===== config.mk =====
export PLATFORM = sky130hd
export DESIGN_NAME = sysconf_ctrl
export DESIGN_NICKNAME = d
export VERILOG_FILES = /design/src/rtl/sysconf_pkg.sv /design/src/rtl/sysconf_regfile.sv /design/src/rtl/sysconf_decode.sv /design/src/rtl/sysconf_stall.sv /design/src/rtl/sysconf_ctrl.sv
export SDC_FILE = /design/constraint.sdc
export NUM_CORES = 1
export LEC_CHECK = 0
export BUFFER_PORTS_ARGS = -buffer_cell sky130_fd_sc_hd__buf_2
export CORE_MARGIN = 4
export CORE_UTILIZATION = 40
export DETAILED_ROUTE_END_ITERATION = 8
export PLACE_DENSITY = 0.65
export RECOVER_POWER = 100
export SKIP_LAST_GASP = 1
export SLEW_MARGIN = 40
export SYNTH_ARGS = -nofsm -noshare
export SYNTH_HDL_FRONTEND = slang
export SYNTH_SLANG_ARGS = --single-unit

===== constraint.sdc =====
create_clock -name clk -period 8 [get_ports clk]
set_clock_uncertainty 0.1 [all_clocks]
set_input_delay 0.4 -clock clk [delete_from_list [all_inputs] [get_ports clk]]
set_output_delay 0.4 -clock clk [all_outputs]
set_load 0.05 [all_outputs]

===== src/rtl/sysconf_pkg.sv =====
package sysconf_pkg;

    localparam int DATA_W   = 32;
    localparam int BASE_W   = 11;
    localparam int BASE_LSB = 4;
    localparam int MODE_LSB = 15;

    localparam logic [1:0] MODE_SPLIT    = 2'b00;
    localparam logic [1:0] MODE_ALLCACHE = 2'b01;
    localparam logic [1:0] MODE_ALLSRAM  = 2'b10;
    localparam logic [1:0] MODE_UNUSED   = 2'b11;

    typedef struct packed {
        logic              stall;
        logic              cache;
        logic              wbuf;
        logic [BASE_W-1:0] base;
        logic [1:0]        mode;
    } cfg_t;

    function automatic cfg_t cfg_reset();
        cfg_t c;
        c.stall = 1'b1;
        c.cache = 1'b0;
        c.wbuf  = 1'b0;
        c.base  = '1;
        c.mode  = MODE_ALLCACHE;
        return c;
    endfunction

    function automatic logic [DATA_W-1:0] cfg_pack(cfg_t c);
        logic [DATA_W-1:0] w;
        w = '0;
        w[0] = c.stall;
        w[1] = c.cache;
        w[2] = c.wbuf;
        w[BASE_LSB +: BASE_W] = c.base;
        w[MODE_LSB +: 2] = c.mode;
        return w;
    endfunction

    function automatic cfg_t cfg_merge(cfg_t old, logic [DATA_W-1:0] w);
        cfg_t c;
        c.stall = w[0];
        c.cache = w[1];
        c.wbuf  = w[2];
        c.base  = w[BASE_LSB +: BASE_W];
        c.mode  = (w[MODE_LSB +: 2] == MODE_UNUSED) ? old.mode : w[MODE_LSB +: 2];
        return c;
    endfunction

endpackage


===== src/rtl/sysconf_regfile.sv =====
module sysconf_regfile
    import sysconf_pkg::*;
(
    input  logic              clk,
    input  logic              rst_n,
    input  logic              wr_en,
    input  logic [DATA_W-1:0] wdata,
    output cfg_t              cfg_q
);

    cfg_t cfg_d;

    always_comb begin
        cfg_d = cfg_q;
        if (wr_en) begin
            cfg_d = cfg_merge(cfg_q, wdata);
        end
    end

    always_ff @(posedge clk) begin
        if (!rst_n) begin
            cfg_q <= cfg_reset();
        end else begin
            cfg_q <= cfg_d;
        end
    end

endmodule


===== src/rtl/sysconf_decode.sv =====
module sysconf_decode
    import sysconf_pkg::*;
#(
    parameter int          ADDR_W    = 32,
    parameter int          WIN_SHIFT = 16,
    parameter int unsigned REG_OFS   = 32'h1000
) (
    input  logic              req,
    input  logic [ADDR_W-1:0] addr,
    input  logic [BASE_W-1:0] base,
    output logic              hit,
    output logic              sel
);

    localparam int HI_W = ADDR_W - WIN_SHIFT;

    logic [HI_W-1:0]      win_hi;
    logic [WIN_SHIFT-1:0] ofs;

    always_comb begin
        win_hi = HI_W'(base);
        ofs    = addr[WIN_SHIFT-1:0];
        hit    = req && (addr[ADDR_W-1:WIN_SHIFT] == win_hi);
        sel    = hit && (ofs == WIN_SHIFT'(REG_OFS));
    end

endmodule


===== src/rtl/sysconf_stall.sv =====
module sysconf_stall #(
    parameter int ADDR_W = 32,
    parameter int STRIDE = 4
) (
    input  logic              clk,
    input  logic              rst_n,
    input  logic              req,
    input  logic [ADDR_W-1:0] addr,
    input  logic              stall_en,
    output logic              ready
);

    typedef struct packed {
        logic [ADDR_W-1:0] last_addr;
        logic              last_valid;
        logic              waited;
    } seq_t;

    seq_t st_d, st_q;
    logic is_seq;

    always_comb begin
        is_seq = st_q.last_valid && (addr == st_q.last_addr + ADDR_W'(STRIDE));
        ready  = req && (!stall_en || is_seq || st_q.waited);

        st_d            = st_q;
        st_d.last_valid = req && ready;
        st_d.waited     = req && !ready;
        if (req && ready) begin
            st_d.last_addr = addr;
        end
    end

    always_ff @(posedge clk) begin
        if (!rst_n) begin
            st_q <= '0;
        end else begin
            st_q <= st_d;
        end
    end

endmodule


===== src/rtl/sysconf_ctrl.sv =====
module sysconf_ctrl
    import sysconf_pkg::*;
#(
    parameter int          ADDR_W    = 32,
    parameter int          WIN_SHIFT = 16,
    parameter int unsigned REG_OFS   = 32'h1000,
    parameter int          STRIDE    = 4
) (
    input  logic              clk,
    input  logic              rst_n,
    input  logic              req,
    input  logic              we,
    input  logic [ADDR_W-1:0] addr,
    input  logic [DATA_W-1:0] wdata,
    output logic [DATA_W-1:0] rdata,
    output logic              ready,
    output logic              hit,
    output logic              cache_en,
    output logic              wbuf_en,
    output logic              stall_en,
    output logic [1:0]        mem_mode
);

    cfg_t cfg_q;
    logic sel;
    logic wr_en;

    sysconf_decode #(
        .ADDR_W   (ADDR_W),
        .WIN_SHIFT(WIN_SHIFT),
        .REG_OFS  (REG_OFS)
    ) u_decode (
        .req (req),
        .addr(addr),
        .base(cfg_q.base),
        .hit (hit),
        .sel (sel)
    );

    sysconf_stall #(
        .ADDR_W(ADDR_W),
        .STRIDE(STRIDE)
    ) u_stall (
        .clk     (clk),
        .rst_n   (rst_n),
        .req     (req),
        .addr    (addr),
        .stall_en(cfg_q.stall),
        .ready   (ready)
    );

    sysconf_regfile u_regs (
        .clk  (clk),
        .rst_n(rst_n),
        .wr_en(wr_en),
        .wdata(wdata),
        .cfg_q(cfg_q)
    );

    always_comb begin
        wr_en    = sel && we && ready;
        rdata    = (sel && !we) ? cfg_pack(cfg_q) : '0;
        cache_en = cfg_q.cache;
        wbuf_en  = cfg_q.wbuf;
        stall_en = cfg_q.stall;
        mem_mode = cfg_q.mode;
    end

endmodule


# Word level (Yosys, flattened, before mapping)
# Index checks and enable logic that the tools add are counted.
# totals
register_bits,50
input_bits,68
out_inout_bits,39
word_cells,30
# classes
n_addsub,1
n_eq_ne,4
n_mux,1
n_bitwise,1
reduce_logical,15
# ops
cell,count
adder 32 x 3 -> 32 bit (second input constant),1
equality test 32 bit,1
two-way mux 17 bit,1
equality test 16 x 11 -> 1 bit,1
equality test 16 x 13 -> 1 bit (second input constant),1
logical AND 1 bit,9
zero test 1 bit,3
equality test 2 bit (second input constant),1
logical OR 1 bit,2
AND reduction 2 bit,1
inverter 1 bit,1

# Depth between registers and ports, before layout
# Gate-level depths: netlist of run 1.
# depth
ltp_word,8
ltp_mapped,13
depth_no_buf,10

# Modules after synthesis
# From an unflattened synthesis of run 1, not the netlist that was laid out.
# hier_totals
cells_unflattened,426
area_unflattened_um2,3602.2
# by_module_without_submodules
mod,instances,cells_per_inst,area_per_inst_um2,seq_area_each_um2
sysconf_stall,1,314,2512.4,680.7
sysconf_regfile,1,53,595.6,320.3
sysconf_ctrl,1,36,301.5,0.0
sysconf_decode,1,23,192.7,0.0

# Least setup slack after synthesis of run 1
# Ideal clock, no wire load.
# synth_path
kind,input to output
startpoint,in addr[31]
endpoint,out rdata[10]
arrival_time_ns,3.891
required_time_ns,7.500
slack_ns,3.609
stages,7
n_path_buf,1
path_cell_list,or4_1 -> or3_1 -> nor4_1 -> nand2_1 -> nor2_1 -> clkbuf_1 -> and2_1
# synth_between
elab_chain_cells,5
# synth_rtl
item,line_no,text
from (decl),sysconf_ctrl.sv:13,"input logic [ADDR_W-1:0] addr,"
equality test 16 x 11 -> 1 bit,sysconf_decode.sv:23,hit = req && (addr[ADDR_W-1:WIN_SHIFT] == win_hi);
logical AND 1 bit,sysconf_decode.sv:23,
named net hit,sysconf_ctrl.sv:17,"output logic hit,"
logical AND 1 bit,sysconf_decode.sv:24,sel = hit && (ofs == WIN_SHIFT'(REG_OFS));
logical AND 1 bit,sysconf_ctrl.sv:62,rdata = (sel && !we) ? cfg_pack(cfg_q) : '0;
two-way mux 17 bit,sysconf_ctrl.sv:62,
to (decl),sysconf_ctrl.sv:15,"output logic [DATA_W-1:0] rdata,"
# The timed path passes the listed nets, and every way through them passes these cells.

# Worst setup path after layout of run 1
# layout_path
startpoint,reg u_stall.st_q[4] in the netlist's numbering
endpoint,out ready
# layout_between
elab_chain_cells,6
# layout_rtl
item,line_no,text
from (decl),sysconf_stall.sv:19,"seq_t st_d, st_q;"
from (signal assigned),sysconf_stall.sv:38,st_q <= st_d;
adder 32 x 3 -> 32 bit,sysconf_stall.sv:23,is_seq = st_q.last_valid && (addr == st_q.last_addr + ADDR_W'(STRIDE));
equality test 32 bit,sysconf_stall.sv:23,
logical AND 1 bit,sysconf_stall.sv:23,
logical OR 1 bit (2 in series),sysconf_stall.sv:24,ready = req && (!stall_en || is_seq || st_q.waited);
logical AND 1 bit,sysconf_stall.sv:24,
to (decl),sysconf_ctrl.sv:16,"output logic ready,"
# Every way passes these cells.

==> flow_metrics.env, run 1 <==
export IMPL_placed_cells=554
export IMPL_crit_family="compound AO/OA/AOI/OAI gates"
export IMPL_yosysTopAreaCell="dfxtp_1"
export IMPL_required_ns=7.50
export IMPL_numPortBuffers=74
export IMPL_maxCapViolCount=1
export IMPL_io_pins=107
export IMPL_status="finished with violations"
export IMPL_met2_length_mm=3.93
export IMPL_initial_core_util_pct=41.2
export IMPL_stdcell_count=561
export IMPL_die_h_um=100
export IMPL_globalplace_congestion=0.796
export IMPL_grt_pass1_wl_mm=13.8
export IMPL_yosys_area_top_type_share_pct=29.6
export IMPL_hold_violations=0
export IMPL_power_density_nw_per_um2=132
export IMPL_clock_path_buffers=2
export IMPL_dieWidth_um=100
export IMPL_postRouteAntennaNets=0
export IMPL_start_kind="flop"
export IMPL_cpMaxStageDelayCell="o41a_1"
export IMPL_top_layer="met4"
export IMPL_wl_met1_mm=3.75
export IMPL_grt_pass1_vias=2917
export IMPL_synthTopCellsByCount="50 x dfxtp_1, 48 x mux2i_1, 44 x nor2_1, 40 x xnor2_1, 28 x nand2_1"
export IMPL_syn_instance_count=397
export IMPL_firstDrtPassIters=4
export IMPL_clock_latency_ns=0.31
export IMPL_synthTopCellsByArea="dfxtp_1 30%, mux2i_1 14%, xnor2_1 10%"
export IMPL_crit_chain="ha_1 -> nand3_1 -> or3_1 -> or3_1 -> a41oi_1 -> a22o_1 -> o41a_1 -> inv_1 -> clkbuf_1"
export IMPL_cts_inserted_buffers=5
export IMPL_synthFlopType="dfxtp_1"
export IMPL_grt_ovfl_total=0
export IMPL_critPathBufInv=2
export IMPL_dpl_cell_area_um2=3730
export IMPL_ys_seq_area_share_pct=29.6
export IMPL_rows=33
export IMPL_vdd_drop_max_v=0.0000841
export IMPL_hp_class="in2reg"
export IMPL_clock_root_buffer="clkbuf_8"
export IMPL_crit_fanout=34
export IMPL_cts_sinks=50
export IMPL_finalSetupTns_ns=0
export IMPL_clkTransAtPathRegs_ns=0.09
export IMPL_ys_ff_latch=50
export IMPL_antenna_found_initial=0
export IMPL_nNetsFinal=525
export IMPL_worstMarginPinSlew_ns=2.11
export IMPL_rsz0062_at_grt="no"
export IMPL_fp_coreArea_um2=8220
export IMPL_synth_edf_count=0
export IMPL_slowest_delay_ns=1.61
export IMPL_ys_types=52
export IMPL_cts_setup_buffers=0
export IMPL_met3_length_um=453
export IMPL_post_drt_wl_per_cell_um=14.8
export IMPL_area_growth_pct=10.5
export IMPL_relSlewSlack_pct=-40.8
export IMPL_ctsHtreeMaxLevel=2
export IMPL_timing_fmax_mhz=188
export IMPL_ys_async_sr_fraction_pct=0
export IMPL_die_area_um2=10000
export IMPL_stdcell_area_um2=3740
export IMPL_leakage_nw=1.55
export IMPL_cts_tree="yes"
export IMPL_grt_use_total_pct=16.8
export IMPL_drive_above_1_share_pct=14.3
export IMPL_dp_hpwl_mm=6.38
export IMPL_fin_util_pct=45.5
export IMPL_fin_crit_ns=5.33
export IMPL_critPathArrivalTime_ns=4.83
export IMPL_violations="max-capacitance violations, max-slew violations"
export IMPL_slew_violations=35
export IMPL_yosys_warnings=0
export IMPL_post_route_drc_count=0
export IMPL_setup_viol=0
export IMPL_drt_iter0_drc=124
export IMPL_via_count=2977
export IMPL_cpMostUsedCell="or3_1"
export IMPL_viasPerCell=5.31
export IMPL_yosysMostFrequentCell="dfxtp_1"
export IMPL_postCtsResizedCells=0
export IMPL_avgSynthCellArea_um2=8.53
export IMPL_wl_mm=8.29
export IMPL_synthesis_area_um2=3390
export IMPL_end_kind="output port"
export IMPL_finalCritPeriodShare_pct=66.6
export IMPL_grt_max_degree=38
export IMPL_hold_buffers=0
export IMPL_crit_type="reg2out"
export IMPL_num_antenna_cells=0
[final timing paths]
check                                     start                            end  slack [ns]  cells after the start
setup / recovery   u_stall.st_q[4]$_SDFFE_PN0P_                          ready        2.67                      9
hold / removal                         wdata[8]   u_regs.cfg_q[6]$_SDFFE_PN1P_        0.21                      3
setup reg to reg   u_stall.st_q[4]$_SDFFE_PN0P_   u_stall.st_q[6]$_SDFFE_PN0P_        3.34                      9
hold reg to reg   u_regs.cfg_q[10]$_SDFFE_PN1P_  u_regs.cfg_q[10]$_SDFFE_PN1P_        0.42                      2
[metrics by stage]
| stage | hold slack [ns] | power [W] | worst slack (ns) |
|---|---|---|---|
| floorplan | 0.362 | 0.000334 | 3.61 |
| global placement | 0.390 | 0.000355 | 3.82 |
| detailed placement | 0.404 | 0.000357 | 3.92 |
| CTS | 0.201 | 0.000499 | 3.56 |
| global route | 0.201 | 0.000520 | 2.31 |
| finish | 0.214 | 0.000494 | 2.67 |
[flip-flops by register name, summed over array words and instances, names as in the netlist]
| name | count |
|---|---|
| u_stall.st_q | 34 |
| u_regs.cfg_q | 16 |
[cell type report]
class / count / area, um2
clock inverters: 1 / 7.51
clock buffers: 6 / 72.6
flip-flops and latches: 50 / 1000
repair buffers: 75 / 347
multi-input cells: 319 / 2160
inverters: 5 / 18.8
well taps: 105 / 131
fillers: 841 / 4480
[per-layer routing]
| metal | track usage, % | vias to the layer above |
|---|---|---|
| met5 | 0 | - |
| met4 | 5.28 | 0 |
| li1 | - | 1493 |
| met2 | 28.2 | 84 |
| met1 | 21.7 | 1386 |
| met3 | 3.54 | 14 |
[power by group]
group | switching [W] | internal [W] | leakage (nW)
sequential | 0.00000848 | 0.000254 | 0.405
clock | 0.0000825 | 0.0000601 | 0.0373
combinational | 0.0000540 | 0.0000342 | 1.10
[worst min-delay path: stages]
cell,delay (ns)
buf_2,0.07
mux2i_1,0.06
nand2_1,0.06
[cell families after synthesis]
kind of cell               count (synthesis)  synth area share (%)
other                                      1                 0.111
DFF                                       50                  29.6
adders and majority gates                  1                 0.369
buffers and inverters                     43                  7.50
and+or+nand+nor                          171                  27.4
muxes                                     48                  14.2
AOI/OAI and AO/OA                         29                  6.91
xor gates and xnor gates                  54                  14.0
[placed cells by master (no fill, tap or decap), types with 14 or more instances in the layout]
cell,count
xnor2_1,40
clkbuf_1,24
dfxtp_1,50
nand2_1,28
xor2_1,14
mux2i_1,48
conb_1,16
buf_2,52
nand3_1,14
nor2_1,44
and2_1,17
(Power assumes the default switching activity.)
==> run 2, diff against run 1 <==
--- a/config.mk
+++ b/config.mk
@@ -9,7 +9,7 @@
 export CORE_MARGIN = 4
 export CORE_UTILIZATION = 40
 export DETAILED_ROUTE_END_ITERATION = 8
-export PLACE_DENSITY = 0.65
+export PLACE_DENSITY = 0.68
 export RECOVER_POWER = 100
 export SKIP_LAST_GASP = 1
 export SLEW_MARGIN = 40
==> constraint.sdc (replaced) <==
create_clock -name clk -period 4.3 [get_ports clk]
set_clock_uncertainty 0.1 [all_clocks]
set_input_delay 0.215 -clock clk [delete_from_list [all_inputs] [get_ports clk]]
set_output_delay 0.215 -clock clk [all_outputs]
set_load 0.05 [all_outputs]
==> run 2 against run 1 <==
Net effect: the flow now finishes without violations; count of clock-buffer cells in the layout unchanged; wire length up 0.54%; worst hold slack got worse by 0.19 ns; global-route usage fell by 0.34 points; critical path depth increased by 1; largest cell class unchanged; largest power group unchanged.
==> flow_metrics.env, run 2 (synthesis results as in run 1) <==
export IMPL_dieWidth_um=100
export IMPL_die_h_um=100
export IMPL_relSlewSlack_pct=47.8
export IMPL_cts_sinks=50
export IMPL_power_density_nw_per_um2=263
export IMPL_timing_fmax_mhz=253
export IMPL_io_pins=107
export IMPL_clock_path_buffers=2
export IMPL_fin_crit_ns=3.96
export IMPL_clkTransAtPathRegs_ns=0.09
export IMPL_hold_depth=3
export IMPL_hold_slack_ns=0.0284
export IMPL_crit_type="reg2out"
export IMPL_placed_cells=555
export IMPL_power_total_w=0.000996
export IMPL_stdcell_count=562
export IMPL_rsz0062_at_grt="no"
export IMPL_leakage_nw=1.58
export IMPL_numPortBuffers=74
export IMPL_start_kind="flop"
export IMPL_r2r_start="u_stall.st_q[5]$_SDFFE_PN0P_"
export IMPL_die_area_um2=10000
export IMPL_status="completed"
export IMPL_postRouteAntennaNets=0
export IMPL_largest_register_ffs=34
export IMPL_setup_viol=0
export IMPL_maxCapViolCount=0
export IMPL_rows=33
export IMPL_globalplace_congestion=0.857
export IMPL_final_cell_mix="52 x buf_2, 49 x dfxtp_1, 48 x mux2i_1"
export IMPL_via_count=2998
export IMPL_viasPerCell=5.33
export IMPL_layout_commonest_cell="buf_2"
export IMPL_grt_max_degree=38
export IMPL_reg2regPathDepth=11
export IMPL_stdcell_area_um2=3790
export IMPL_grt_pass1_wl_mm=13.6
export IMPL_reg_top3="u_stall.st_q x34, u_regs.cfg_q x16"
export IMPL_grt_ovfl_total=0
export IMPL_hold_violations=0
export IMPL_hold_start="wdata[7]"
export IMPL_vdd_drop_max_v=0.000152
export IMPL_initial_core_util_pct=41.2
export IMPL_num_antenna_cells=0
export IMPL_clock_root_buffer="clkbuf_8"
export IMPL_fp_coreArea_um2=8220
export IMPL_top_register="u_stall.st_q"
export IMPL_holdPathEnd="u_regs.cfg_q[5]$_SDFFE_PN1P_"
export IMPL_clock_latency_ns=0.30
export IMPL_hp_class="in2reg"
export IMPL_drt_iter0_drc=174
export IMPL_cts_inserted_buffers=5
export IMPL_worstMarginPinSlew_ns=0.780
export IMPL_crit_fanout=10
export IMPL_finalSetupTns_ns=0
export IMPL_drive_above_1_share_pct=15.8
export IMPL_grt_use_total_pct=16.5
export IMPL_required_ns=3.98
export IMPL_dp_hpwl_mm=6.46
export IMPL_area_growth_pct=12.0
export IMPL_critPathLaunch="u_stall.st_q[5]$_SDFFE_PN0P_"
export IMPL_critPathArrivalTime_ns=3.64
export IMPL_slew_violations=0
export IMPL_ctsHtreeMaxLevel=2
export IMPL_rrSetupSlack_ns=0.37
export IMPL_post_route_drc_count=0
export IMPL_cts_setup_buffers=0
export IMPL_wl_mm=8.33
export IMPL_nNetsFinal=526
export IMPL_grt_pass1_vias=2813
export IMPL_firstDrtPassIters=4
export IMPL_finalCritPeriodShare_pct=92.0
export IMPL_antenna_found_initial=0
export IMPL_cts_tree="yes"
export IMPL_dpl_cell_area_um2=3740
export IMPL_rr_endpoint="u_stall.st_q[20]$_SDFFE_PN0P_"
export IMPL_end_kind="output port"
export IMPL_post_drt_wl_per_cell_um=14.8
==> run 2: cell count changes in the layout (fill, tap and decap cells not counted), sizes merged <==
| cell | delta |
|---|---|
| clkinvlp | -1 |
| clkbuf | +1 |
| bufinv | +1 |
==> run 2: routing by layer <==
layer | routed length [um] | track usage, % | up-vias
li1 | - | - | 1487
met1 | 3850 | 22.1 | 1406
met2 | 3890 | 27.1 | 92
met3 | 412 | 2.92 | 13
met4 | 177 | 4.97 | 0
met5 | 0 | 0 | -
==> run 2: stage by stage <==
stage,util [%],setup slack (ns)
2_1_floorplan,-,0.279
3_3_place_gp,45.5,0.619
3_5_place_dp,45.5,0.509
4_1_cts,46.9,0.258
5_1_grt,46.1,0.0940
6_report,46.1,0.345
==> run 2: how the worst max path moves through the flow <==
stage | to | slack, ns | cells past startpoint
floorplan | rdata[10] | 0.28 | 7
global placement | u_stall.st_q[6]$_SDFFE_PN0P_ | 0.62 | 11
detailed placement | u_stall.st_q[23]$_SDFFE_PN0P_ | 0.51 | 11
CTS | ready | 0.26 | 10
global route | u_stall.st_q[26]$_SDFFE_PN0P_ | 0.09 | 11
finish | ready | 0.34 | 10
==> run 2: worst max-delay path: stages (launching register included) <==
cell and delay (ns):
dfxtp_1 0.43, ha_1 0.27, nand3_2 0.23, or3_1 0.46
or3_1 0.40, nor4b_1 0.26, a41oi_1 0.07, a22o_1 0.28
o41a_2 0.58, inv_1 0.09, clkbuf_2 0.27
==> run 2: final cells by class <==
class	instances	area (um2)
clock buffers	6	82.6
clock inverters	1	30.0
fillers	831	4430
inverters	5	18.8
multi-input cells	319	2170
flip-flops and latches	50	1000
well taps	105	131
repair buffers	76	357
==> run 2: power breakdown <==
group | switching [W] | internal, W
combinational | 0.000101 | 0.0000626
clock | 0.000157 | 0.000186
sequential | 0.0000157 | 0.000473
total | 0.000274 | 0.000722
==> run 2: timing repair <==
action                                  CTS  global route
gates resized for setup                   0             1
hold buffers                              0             0
endpoints found under the hold margin     0             0
endpoints found under the setup margin    0             1
==> run 3, diff against run 2 <==
--- a/config.mk
+++ b/config.mk
@@ -6,6 +6,7 @@
 export NUM_CORES = 1
 export LEC_CHECK = 0
 export BUFFER_PORTS_ARGS = -buffer_cell sky130_fd_sc_hd__buf_2
+export CAP_MARGIN = 40
 export CORE_MARGIN = 4
 export CORE_UTILIZATION = 40
 export DETAILED_ROUTE_END_ITERATION = 8
==> constraint.sdc (replaced) <==
create_clock -name clk -period 4.3 [get_ports clk]
set_clock_uncertainty 0.1 [all_clocks]
set_input_delay 0.645 -clock clk [delete_from_list [all_inputs] [get_ports clk]]
set_output_delay 0.645 -clock clk [all_outputs]
set_load 0.05 [all_outputs]
==> run 3 against run 2 <==
Net effect: total power down 6.1%; cell count up 0.53%; wire length down 2.3%; first-iteration DRC count down 0.57%; maximum frequency down 4.0%; combinational power about the same; worst setup slack worse by 0.17 ns; critical path depth down 1; worst hold slack better by 0.40 ns; count of clock-buffer cells in the layout up 1; flip-flop and latch count unchanged.
==> flow_metrics.env, run 3 (synthesis results as in run 1) <==
export IMPL_fill_cells=812
export IMPL_critPathBufInv=2
export IMPL_timing_fmax_mhz=243
export IMPL_met2_length_mm=3.79
export IMPL_start_kind="flop"
export IMPL_rsz0062_at_grt="no"
export IMPL_clkTransAtPathRegs_ns=0.09
export IMPL_clock_root_buffer="clkbuf_8"
export IMPL_cts_inserted_buffers=5
export IMPL_firstDrtPassIters=4
export IMPL_cts_sinks=50
export IMPL_postRouteAntennaNets=0
export IMPL_dpl_cell_area_um2=3750
export IMPL_crit_family="simple AND/OR/NAND/NOR gates"
export IMPL_leakage_nw=1.59
export IMPL_finalSetupTns_ns=0
export IMPL_final_cell_mix="51 x buf_2, 48 x mux2i_1, 46 x dfxtp_1"
export IMPL_setup_slack_ns=0.178
export IMPL_crit_type="reg2out"
export IMPL_relSlewSlack_pct=48.7
export IMPL_dp_slack_ns=0.422
export IMPL_power_density_nw_per_um2=245
export IMPL_top_layer="met4"
export IMPL_largest_register_ffs=34
export IMPL_maxCapViolCount=0
export IMPL_num_antenna_cells=0
export IMPL_fin_crit_ns=4.12
export IMPL_rows=33
export IMPL_vdd_drop_max_v=0.000172
export IMPL_io_pins=107
export IMPL_die_area_um2=10000
export IMPL_drive_above_1_share_pct=17.0
export IMPL_end_kind="output port"
export IMPL_layout_commonest_cell="buf_2"
export IMPL_numPortBuffers=74
export IMPL_grt_ovfl_total=0
export IMPL_dp_hpwl_mm=6.30
export IMPL_post_drt_wl_per_cell_um=14.4
export IMPL_placed_cells=557
export IMPL_clock_latency_ns=0.30
export IMPL_cts_setup_buffers=0
export IMPL_grt_pass1_vias=2800
export IMPL_via_count=2959
export IMPL_setup_viol=0
export IMPL_initial_core_util_pct=41.2
export IMPL_area_growth_pct=12.9
export IMPL_nNetsFinal=528
export IMPL_wl_met1_mm=3.77
export IMPL_critPathArrivalTime_ns=3.38
export IMPL_die_h_um=100
export IMPL_crit_fanout=7
export IMPL_multiInputGateArea_um2=2200
export IMPL_fp_coreArea_um2=8220
export IMPL_viasPerCell=5.24
export IMPL_stdcell_area_um2=3820
export IMPL_slew_violations=0
export IMPL_status="completed"
export IMPL_cpMaxStageDelayCell="or3_1"
export IMPL_fin_util_pct=46.5
export IMPL_worstMarginPinSlew_ns=0.761
export IMPL_hold_violations=0
export IMPL_crit_chain="nand4_1 -> or3_1 -> or3_1 -> o311ai_2 -> o211ai_1 -> a22o_1 -> o41a_2 -> inv_1 -> clkbuf_4"
export IMPL_cts_tree="yes"
export IMPL_antenna_found_initial=0
export IMPL_met3_length_um=472
export IMPL_finalCritPeriodShare_pct=95.9
export IMPL_dieWidth_um=100
export IMPL_top_register="u_stall.st_q"
export IMPL_grt_use_total_pct=16.5
export IMPL_seqCellArea_um2=1010
export IMPL_grt_max_degree=38
export IMPL_hold_buffers=0
export IMPL_drt_iter0_drc=173
export IMPL_grt_pass1_wl_mm=13.5
export IMPL_cpMostUsedCell="or3_1"
export IMPL_clock_path_buffers=2
export IMPL_hp_class="reg2reg"
export IMPL_post_route_drc_count=0
export IMPL_wl_mm=8.14
export IMPL_required_ns=3.56
export IMPL_reg_top3="u_stall.st_q x34, u_regs.cfg_q x16"
export IMPL_ctsHtreeMaxLevel=2
export IMPL_slowest_delay_ns=0.48
export IMPL_globalplace_congestion=0.890
export IMPL_stdcell_count=565
[run 3: changes by cell type in the layout (fill, tap and decap cells not counted), sizes merged]
cell	previous run	this run
bufinv	1	0
clkinv	0	1
buf	52	55
[run 3: per-layer routing]
layer	track usage, %	up-vias
li1	-	1491
met1	22.8	1386
met2	26.1	75
met3	2.71	7
met4	5.60	0
met5	0	-
[run 3: path summary, 6_finish.rpt]
kind	from	to	slack, ns	depth (start not counted)
max reg2reg	u_stall.st_q[12]$_SDFFE_PN0P_	u_regs.cfg_q[7]$_SDFFE_PN1P_	0.35	10
min reg2reg	u_stall.st_q[33]$_SDFFE_PN0P_	u_stall.st_q[33]$_SDFFE_PN0P_	0.43	2
min	u_stall.st_q[33]$_SDFFE_PN0P_	u_stall.st_q[33]$_SDFFE_PN0P_	0.43	2
max	u_stall.st_q[12]$_SDFFE_PN0P_	ready	0.18	9
[run 3: tightest hold or removal path, stage by stage, from the launching register on]
cell     delay (ns)
dfxtp_1        0.35
mux2i_1        0.07
nor2_1         0.07
[run 3: power by group]
group / switching, W / internal [W] / leakage [nW]
clock network: 0.000151 / 0.000130 / 0.0482
registers: 0.0000156 / 0.000474 / 0.407
logic: 0.000102 / 0.0000633 / 1.13
[run 3: cell type report]
class | instances | area share, %
repair buffers | 78 | 9.82
inverters | 5 | 0.491
flip-flops and latches | 50 | 26.3
clock buffers | 7 | 2.26
clock inverters | 1 | 0.131
multi-input cells | 319 | 57.5
well taps | 105 | 3.44
[run 3: repair_timing]
item                                    in CTS  in global routing
gates resized for setup                      0                  8
endpoints found under the hold margin        0                  0
endpoints found under the setup margin       0                  1
[run 3: through the flow]
| step | power, W | hold slack, ns |
|---|---|---|
| final | 0.000936 | 0.425 |
| after global routing | 0.000990 | 0.454 |
| after CTS | 0.000947 | 0.431 |
| after detailed placement | 0.000663 | 0.406 |
| after global placement | 0.000660 | 0.396 |
| after floorplan | 0.000622 | 0.376 |
